[config.mk]
export PLATFORM = sky130hd
export DESIGN_NAME = voice_compander
export DESIGN_NICKNAME = d
export VERILOG_FILES = /design/src/rtl/compander_pkg.sv /design/src/rtl/cmp_lead_finder.sv /design/src/rtl/cmp_encode.sv /design/src/rtl/cmp_expand.sv /design/src/rtl/voice_compander.sv
export SDC_FILE = /design/constraint.sdc
export NUM_CORES = 1
export LEC_CHECK = 0
export ABC_AREA = 1
export BUFFER_PORTS_ARGS = -buffer_cell sky130_fd_sc_hd__buf_2
export CORE_ASPECT_RATIO = 0.5
export CORE_MARGIN = 10
export CORE_UTILIZATION = 43
export CTS_BUF_LIST = sky130_fd_sc_hd__clkbuf_4 sky130_fd_sc_hd__clkbuf_8
export CTS_CLUSTER_DIAMETER = 120
export DETAILED_ROUTE_END_ITERATION = 7
export HOLD_SLACK_MARGIN = 0.06
export PLACE_DENSITY = 0.78
export SLEW_MARGIN = 0
export SYNTH_ARGS = -nofsm -noshare
export SYNTH_HDL_FRONTEND = slang
export SYNTH_SLANG_ARGS = --single-unit
export TNS_END_PERCENT = 50
[constraint.sdc]
create_clock -name clk -period 4.2 [get_ports clk]
set_input_delay 0.84 -clock clk [delete_from_list [all_inputs] [get_ports clk]]
set_output_delay 0.84 -clock clk [all_outputs]
set_load 0.01 [all_outputs]
[src/rtl/compander_pkg.sv]
package compander_pkg;
  localparam int CODE_W    = 8;   // sign + chord + step
  localparam int SEG_W     = 3;
  localparam int STEP_W    = 4;
  localparam int MU_W      = 14;  // mu-law sample width
  localparam int A_W       = 13;  // A-law sample width
  localparam int MU_BIAS   = 33;
  localparam int MU_CLIP   = 8159;
  localparam int SEG_FLOOR = 4;   // lowest bit position the finder reports
  localparam int K_W       = 4;   // finder output width (values 0..9)
  localparam int MU_TOP_K  = 8;   // above this the mu-law value saturates
  localparam logic [CODE_W-2:0] A_EVEN_MASK = 7'h55;
endpackage

[src/rtl/cmp_lead_finder.sv]
module cmp_lead_finder #(
  parameter int W     = 14,
  parameter int FLOOR = 4,
  parameter int OUT_W = 4
) (
  input  logic [W-1:0]     val,
  output logic [OUT_W-1:0] k
);
  // k = max(position of highest one, FLOOR) - FLOOR
  always_comb begin
    k = '0;
    for (int i = FLOOR + 1; i < W; i++) begin
      if (val[i]) k = OUT_W'(i - FLOOR);
    end
  end
endmodule

[src/rtl/cmp_encode.sv]
module cmp_encode
  import compander_pkg::*;
#(
  parameter int LIN_W = 16
) (
  input  logic [LIN_W-1:0]  lin,
  input  logic              law,
  output logic [CODE_W-1:0] code
);
  localparam int MAG_MU_W = MU_W - 1;
  localparam int MAG_A_W  = A_W - 1;

  logic                neg;
  logic [MU_W-1:0]     mu_x;
  logic [A_W-1:0]      a_x;
  logic [MAG_MU_W-1:0] mu_mag, mu_clip;
  logic [MAG_A_W-1:0]  a_mag;
  logic [MU_W-1:0]     mu_biased, work, shifted;
  logic [K_W-1:0]      k, sh;
  logic [SEG_W-1:0]    chord;
  logic [STEP_W-1:0]   step;
  logic [CODE_W-2:0]   body;
  logic                mu_sat;

  assign neg  = lin[LIN_W-1];
  assign mu_x = lin[LIN_W-1 -: MU_W];
  assign a_x  = lin[LIN_W-1 -: A_W];

  // sign/magnitude front end; both laws feed one working value
  always_comb begin
    mu_mag    = neg ? ~mu_x[MAG_MU_W-1:0] : mu_x[MAG_MU_W-1:0];
    a_mag     = neg ? ~a_x[MAG_A_W-1:0] : a_x[MAG_A_W-1:0];
    mu_clip   = (mu_mag > MAG_MU_W'(MU_CLIP)) ? MAG_MU_W'(MU_CLIP) : mu_mag;
    mu_biased = MU_W'(mu_clip) + MU_W'(MU_BIAS);
    work      = law ? MU_W'(a_mag) : mu_biased;
  end

  cmp_lead_finder #(.W(MU_W), .FLOOR(SEG_FLOOR), .OUT_W(K_W)) u_find (
    .val (work),
    .k   (k)
  );

  // shared step shifter and law-specific packing
  always_comb begin
    sh      = (law && k == '0) ? K_W'(1) : k;
    shifted = work >> sh;
    step    = shifted[STEP_W-1:0];
    mu_sat  = !law && (k > K_W'(MU_TOP_K));
    chord   = law ? k[SEG_W-1:0] : SEG_W'(k - K_W'(1));
    if (law)         body = {chord, step} ^ A_EVEN_MASK;
    else if (mu_sat) body = '0;
    else             body = ~{chord, step};
    code = {~neg, body};
  end
endmodule

[src/rtl/cmp_expand.sv]
module cmp_expand
  import compander_pkg::*;
#(
  parameter int LIN_W = 16
) (
  input  logic [CODE_W-1:0] code,
  input  logic              law,
  output logic [LIN_W-1:0]  lin
);
  localparam int MAG_W  = MU_W - 1;
  localparam int BASE_W = STEP_W + 3;

  logic [CODE_W-2:0] f;
  logic [SEG_W-1:0]  seg, sh;
  logic [STEP_W-1:0] step;
  logic [BASE_W-1:0] base;
  logic [MAG_W-1:0]  wide, mag;
  logic [LIN_W-1:0]  mag_lin;

  always_comb begin
    f    = law ? (code[CODE_W-2:0] ^ A_EVEN_MASK) : ~code[CODE_W-2:0];
    seg  = f[CODE_W-2 -: SEG_W];
    step = f[STEP_W-1:0];
    // 2s+1, plus the implicit leading one except in A-law chord 0
    base = {2'b00, step, 1'b1} +
           ((law && seg == '0) ? BASE_W'(0) : BASE_W'(MU_BIAS - 1));
    sh   = law ? ((seg == '0) ? '0 : seg - 1'b1) : seg;
    wide = MAG_W'(base) << sh;
    mag  = law ? wide : wide - MAG_W'(MU_BIAS);
    mag_lin = law ? (LIN_W'(mag) << (LIN_W - A_W))
                  : (LIN_W'(mag) << (LIN_W - MU_W));
    lin  = code[CODE_W-1] ? mag_lin : -mag_lin;
  end
endmodule

[src/rtl/voice_compander.sv]
module voice_compander
  import compander_pkg::*;
#(
  parameter int LIN_W = 16  // must be at least MU_W
) (
  input  logic              clk,
  input  logic              rst,
  input  logic              law_sel,
  input  logic [LIN_W-1:0]  lin_in,
  output logic [CODE_W-1:0] code_out,
  input  logic [CODE_W-1:0] code_in,
  output logic [LIN_W-1:0]  lin_out
);
  logic [CODE_W-1:0] enc_code;
  logic [LIN_W-1:0]  dec_lin;
  logic              vld_q;

  cmp_encode #(.LIN_W(LIN_W)) u_enc (
    .lin  (lin_in),
    .law  (law_sel),
    .code (enc_code)
  );

  cmp_expand #(.LIN_W(LIN_W)) u_dec (
    .code (code_in),
    .law  (law_sel),
    .lin  (dec_lin)
  );

  always_ff @(posedge clk) begin
    if (rst) begin
      code_out <= '0;
      lin_out  <= '0;
      vld_q    <= 1'b0;
    end else begin
      code_out <= enc_code;
      lin_out  <= dec_lin;
      vld_q    <= 1'b1;
    end
  end


  sign_bit_chk: assert property (@(posedge clk) disable iff (rst)
    vld_q |-> (code_out[CODE_W-1] == !$past(lin_in[LIN_W-1])));


  mu_sat_chk: assert property (@(posedge clk) disable iff (rst)
    vld_q && $past(!law_sel && !lin_in[LIN_W-1] &&
                   (lin_in[LIN_W-1 -: MU_W] >= MU_W'(MU_CLIP)))
    |-> (code_out == 8'h80));


  a_zero_chk: assert property (@(posedge clk) disable iff (rst)
    vld_q && $past(law_sel && lin_in[LIN_W-1 -: A_W] == '0)
    |-> (code_out == 8'hD5));


  dec_pos_chk: assert property (@(posedge clk) disable iff (rst)
    vld_q && $past(code_in[CODE_W-1]) |-> !lin_out[LIN_W-1]);


  dec_neg_chk: assert property (@(posedge clk) disable iff (rst)
    vld_q && $past(!code_in[CODE_W-1])
    |-> (lin_out[LIN_W-1] || lin_out == '0));


  a_grid_chk: assert property (@(posedge clk) disable iff (rst)
    vld_q && $past(law_sel) |-> (lin_out[2:0] == 3'b000));
endmodule

# After elaboration in Yosys (flattened, before gate mapping)

Cells that the tools add are included.

Bitwise operators: 7
$add $sub $neg: 6
Shift-type cells: 2
$lt $le $gt $ge: 2
Mux-type cells: 24
Reduce and logical (&&, ||, !) cells: 6

Operators with widths:

| cell                                                   | count |
|---|---|
| 2-to-1 mux 13 bit                                      | 3 |
| 2-to-1 mux 4 bit                                       | 9 |
| 2-to-1 mux 16 bit                                      | 2 |
| 2-to-1 mux 7 bit                                       | 3 |
| negation 16 bit                                        | 1 |
| adder 13 x 6 -> 14 bit (second input constant)         | 1 |
| 2-to-1 mux 14 bit                                      | 1 |
| inverter 7 bit                                         | 2 |
| right shift 14 x 4 -> 4 bit                            | 1 |
| greater-than comparator 13 bit (second input constant) | 1 |
| inverter 13 bit                                        | 1 |
| << shifter 7 x 3 -> 13 bit                             | 1 |
| subtractor 13 x 6 -> 13 bit (second input constant)    | 1 |
| 2-to-1 mux 12 bit                                      | 1 |
| inverter 12 bit                                        | 1 |
| 2-to-1 mux 3 bit                                       | 3 |
| inverter 4 bit                                         | 2 |
| adder 5 x 7 -> 7 bit                                   | 1 |
| 2-to-1 mux 6 bit                                       | 1 |
| subtractor 3 x 1 -> 3 bit (second input constant)      | 2 |
| greater-than comparator 4 bit (second input constant)  | 1 |
| zero test 4 bit                                        | 1 |
| logical AND 1 bit                                      | 3 |
| zero test 3 bit                                        | 1 |
| other kinds (3)                                        | 3 |

Register bits: 24
Output and inout bits: 24
Bits of input ports: 27
Word-level logic and storage cells: 49

# Longest topological paths before layout

Depth after elaboration: 22
Depth in mapped cells: 38
Depth with buffers taken out: 37

# Modules after synthesis

From an unflattened synthesis, not the netlist that was laid out.

Cell total of the unflattened synthesis: 614
Area total of the unflattened synthesis: 3503.4 um^2

Modules (own cells, without submodules):

| module          | cells an instance | seq. area each (um^2) | area each (um^2) | times used |
|---|---|---|---|---|
| cmp_encode      | 298               | 0.0                   | 1473.9           | 1 |
| cmp_expand      | 221               | 0.0                   | 1261.2           | 1 |
| voice_compander | 74                | 480.5                 | 683.2            | 1 |
| cmp_lead_finder | 21                | 0.0                   | 85.1             | 1 |

# Least setup slack after synthesis

Ideal clock, no wire load.

Kind: input to register
Start point: input law_sel
End point: register lin_out[11]
Setup time: 0.116 ns
Arrival: 4.249 ns
Cell stages on the path: 30
Slack: -0.166 ns
Path through: buf_2 -> clkbuf_1 -> buf_1 -> xor2_1 -> nand2_1 -> inv_1 -> ha_1 -> inv_1 -> nand3_1 -> o21ai_1 -> inv_1 -> nand2_1 -> nand2_1 -> nor2_1 -> inv_1 -> ha_1 -> a21oi_1 -> o21ai_0 -> o21ai_0 -> nand2_1 -> nor2_1 -> nand2_1 -> nand2_1 -> nand2_1 -> o21ai_2 -> o21ai_1 -> a21oi_2 -> nand2_1 -> o211ai_1 -> inv_1

Word-level cells in the longest chain between the ends: 11

Ends and longest elaborated chain:

| item                        | RTL line                           | source |
|---|---|---|
| start, declared             | voice_compander.sv:8               | `input logic law_sel,` |
| 2-to-1 mux 7 bit            | cmp_expand.sv:21                   | `f = law ? (code[CODE_W-2:0] ^ A_EVEN_MASK) : ~code[CODE_W-2:0];` |
| zero test 3 bit             | cmp_expand.sv:26, cmp_expand.sv:27 |  |
| logical AND 1 bit           | cmp_expand.sv:26                   | `((law && seg == '0) ? BASE_W'(0) : BASE_W'(MU_BIAS - 1));` |
| 2-to-1 mux 6 bit            | cmp_expand.sv:26                   |  |
| adder 5 x 7 -> 7 bit        | cmp_expand.sv:25                   | `base = {2'b00, step, 1'b1} +` |
| << shifter 7 x 3 -> 13 bit  | cmp_expand.sv:28                   | `wide = MAG_W'(base) << sh;` |
| subtractor 13 x 6 -> 13 bit | cmp_expand.sv:29                   | `mag = law ? wide : wide - MAG_W'(MU_BIAS);` |
| 2-to-1 mux 13 bit           | cmp_expand.sv:29                   |  |
| 2-to-1 mux 16 bit (*)       | cmp_expand.sv:30                   | `mag_lin = law ? (LIN_W'(mag) << (LIN_W - A_W))` |
| negation 16 bit             | cmp_expand.sv:32                   | `lin = code[CODE_W-1] ? mag_lin : -mag_lin;` |
| 2-to-1 mux 16 bit (*)       | cmp_expand.sv:32                   |  |
| end signal, assigned        | voice_compander.sv:37              | `lin_out <= dec_lin;` |
| end, declared               | voice_compander.sv:12              | `output logic [LIN_W-1:0] lin_out` |

Mark *: on every way between the ends. The rest lies on a longest branch, timed or not.
A chain may end at the register's enable or synchronous reset.

# Final worst setup path

Start point: input lin_in[15]
End point: register code_out[2]

Word-level cells in the longest chain between the ends: 21

Ends and longest elaborated chain:

| item                           | RTL line              | source |
|---|---|---|
| start, declared                | voice_compander.sv:9  | `input logic [LIN_W-1:0] lin_in,` |
| 2-to-1 mux 13 bit              | cmp_encode.sv:31      | `mu_mag = neg ? ~mu_x[MAG_MU_W-1:0] : mu_x[MAG_MU_W-1:0];` |
| greater-than comparator 13 bit | cmp_encode.sv:33      | `mu_clip = (mu_mag > MAG_MU_W'(MU_CLIP)) ? MAG_MU_W'(MU_CLIP) : mu_mag;` |
| 2-to-1 mux 13 bit              | cmp_encode.sv:33      |  |
| adder 13 x 6 -> 14 bit         | cmp_encode.sv:34      | `mu_biased = MU_W'(mu_clip) + MU_W'(MU_BIAS);` |
| 2-to-1 mux 14 bit (*)          | cmp_encode.sv:35      | `work = law ? MU_W'(a_mag) : mu_biased;` |
| 2-to-1 mux 1 bit               | cmp_lead_finder.sv:13 | `if (val[i]) k = OUT_W'(i - FLOOR);` |
| 2-to-1 mux 4 bit (8 in series) | cmp_lead_finder.sv:13 |  |
| zero test 4 bit                | cmp_encode.sv:45      | `sh = (law && k == '0) ? K_W'(1) : k;` |
| logical AND 1 bit              | cmp_encode.sv:45      |  |
| 2-to-1 mux 4 bit               | cmp_encode.sv:45      |  |
| right shift 14 x 4 -> 4 bit    | cmp_encode.sv:46      | `shifted = work >> sh;` |
| inverter 7 bit                 | cmp_encode.sv:52      | `else body = ~{chord, step};` |
| 2-to-1 mux 7 bit               | cmp_encode.sv:51      | `else if (mu_sat) body = '0;` |
| 2-to-1 mux 7 bit (*)           | cmp_encode.sv:50      | `if (law) body = {chord, step} ^ A_EVEN_MASK;` |
| end signal, assigned           | voice_compander.sv:36 | `code_out <= enc_code;` |
| end, declared                  | voice_compander.sv:10 | `output logic [CODE_W-1:0] code_out,` |

Marks and branches as above.

==> out/qor.txt <==
dominant cell type by area after synthesis: dfxtp_1
most used cell, CP: nand2_1
final wirelength: 6.97 mm
Crit path max-delay family: simple AND/OR/NAND/NOR gates
drt initial violations: 191
Lkg Pwr: 1.89 nW
Worst Setup Path Type: input port to flop
yosys warns: 0
CTS root buf: clkbuf_8
Clock Sinks: 22
Crit. End Element: flop
maximum vdd drop: 0.000116 V
Worst EP required: 4400 ps
antenna violations before repair: 0
Inserted Clock Buffers: 3
cell row count: 20
Hold Buf Count CTS: 0
Slew Limit Fails: 0
Final min period: 3910 ps
crit path DAT: 4100 ps
I/O pin cnt: 51
Setup crit start kind: input port
Synth top area share: 16.5%
Seq pwr share: 27.0%
ys flop type: dfxtp_1
Syn Inst Count: 467
Post-synth EDFFs: 0
port bufs: 46
drt drc: 0
sequential share of the synthesized area: 16.5%
hpwl dp: 5.53 mm
Fin. Hold Viols: 0
gr ovfl total: 0
FFs w/ async S/R, synth: 0%
cell area after layout: 3450 µm²
synthesized area per cell: 5.72 µm²
fmax: 0.256 GHz
flops & latches, synth: 22
CTS Buffer Depth: 2
mapped cell area: 2670 µm²
total number of vias: 3,075
CP max stage delay: 230 ps
worst path bufs/invs: 7
largest net degree at the start of global routing: 31
top-count cell post-synth: nand2_1
Core Box Area: 6060 µm²
Final setup viols: 0
share of cells above drive strength 1: 28.3%
utilization after layout: 56.9%
first-pass GRT wire length: 11.8 mm
GP Congestion: 0.920
Worst Path Max Fanout: 8
Die Area: 9960 µm²
vias per cell: 4.79
DRT Pass-1 Iters: 4
outcome: complete, no violations
Max H-tree Level: 1
Routed wire per std cell: 10.9 µm
sw frac: 41.5%
synth top area cells: dfxtp_1, nand2_1, inv_1
Cell Area, Placed: 3300 µm²
top cells by count, synth: nand2_1, inv_1, nor2_1, o21ai_0, a21oi_1
Synth cell types: 42
period utilization: 93.0%
Logic pwr share: 56.1%
Tot GR Track Use: 13.6%
antenna-violating nets left: 0
min-delay worst type: input port to flop
NetSw: 0.372 mW
Initial Util: 44.1%
Clk network pwr share: 16.8%
internal power: 0.523 mW
Chip Width: 131 µm
diodes inserted: 0
clock transition at the registers of the reported paths: 70 ps
CP max stage cell: or2_0
Area Growth Syn to Fin: 29.0%
final net count: 588
CTS tree: done
Max Cap Viol: 0
DIE HEIGHT: 75.7 µm
Pwr Density: 259 nW/µm²
vias in the first global route: 2,910
[logic make-up after synthesis]
logic type | count (synthesis) | synth area share (%)
buf+inv | 87 | 13.3
other cells | 1 | 0.140
compound gates | 90 | 19.2
fa+ha+maj | 6 | 2.81
mux | 1 | 0.375
flops | 22 | 16.5
simple gates | 248 | 43.1
xor+xnor | 12 | 4.50
[what timing repair did]
| action | in CTS | in global routing |
|---|---|---|
| gates cloned | 0 | 1 |
| pin swaps | 0 | 12 |
| setup endpoints to repair | 1 | 8 |
| resized for setup | 1 | 24 |
| buffers inserted | 0 | 1 |
[through the flow]
step | setup WS [ps] | TNS [ps] | total power, mW | instances | hold slack, ps
2_1_floorplan | 45.6 | 0 | 0.577 | 468 | 1080
3_5_place_dp | -245 | -819 | 0.726 | 636 | 1150
3_3_place_gp | -137 | -387 | 0.716 | 636 | 1130
4_1_cts | 21.9 | 0 | 0.879 | 640 | 869
5_1_grt | -35.9 | -65.6 | 0.982 | 642 | 864
6_report | 292 | 0 | 0.894 | 642 | 868
[metal layers]
layer / vias to the layer above / part of all wire (%) / track usage [%]
met1: 1354 / 46 / 15.3
met2: 52 / 50 / 27.1
li1: 1663 / - / -
met5: - / 0 / 0
met4: 0 / 1.0 / 3.92
met3: 6 / 3.2 / 1.84
[flip-flops by register name, summed over array words and instances (netlist names)]
| register | count |
|---|---|
| lin_out | 14 |
| code_out | 8 |
[worst paths after layout]
kind              startpoint                      to  slack (ps)  cells after the start
setup / recovery  lin_in[15]  code_out[2]$_SDFF_PP0_         290                     36
hold / removal           rst  code_out[4]$_SDFF_PP0_         870                      2
[cells in the final DEF (no fill, tap or decap), types with 2 or more instances in the layout]
master    instances
a21oi_1          25
a21oi_2           3
a31oi_1           4
buf_2            45
buf_4            48
buf_6             3
clkbuf_8          4
conb_1            2
dfxtp_1          22
ha_1              4
inv_1            66
inv_2             5
nand2_1         111
nand2_2          19
nand2_4           5
nand3_1          22
nand3_2           7
nand3_4           2
nand3b_1          2
nand4_1           9
nor2_1           54
nor2_2            4
nor3_1            9
o211ai_1          6
o21a_1            2
o21ai_0          34
o21ai_1           7
o21ai_2           4
o21bai_1          2
xnor2_1           3
xor2_1            7
xor2_2            2
[final cells by class]
type                            instances  area (µm²)
Fill cell                             612        2610
Multi-Input combinational cell        360        1950
Timing Repair Buffer                   96         619
Sequential cell                        22         440
Inverter                               72         275
Tap cell                               88         110
Clock buffer                            4        55.1
[power groups by stage]
stage / combinational [mW] / sequential [mW] / clock, mW
after floorplan: 0.314 / 0.264 / 0
after global placement: 0.470 / 0.246 / 0
after detailed placement: 0.479 / 0.247 / 0
after CTS: 0.482 / 0.242 / 0.155
after global routing: 0.567 / 0.246 / 0.169
final: 0.502 / 0.242 / 0.151
Power figures use the tool's default switching activity.
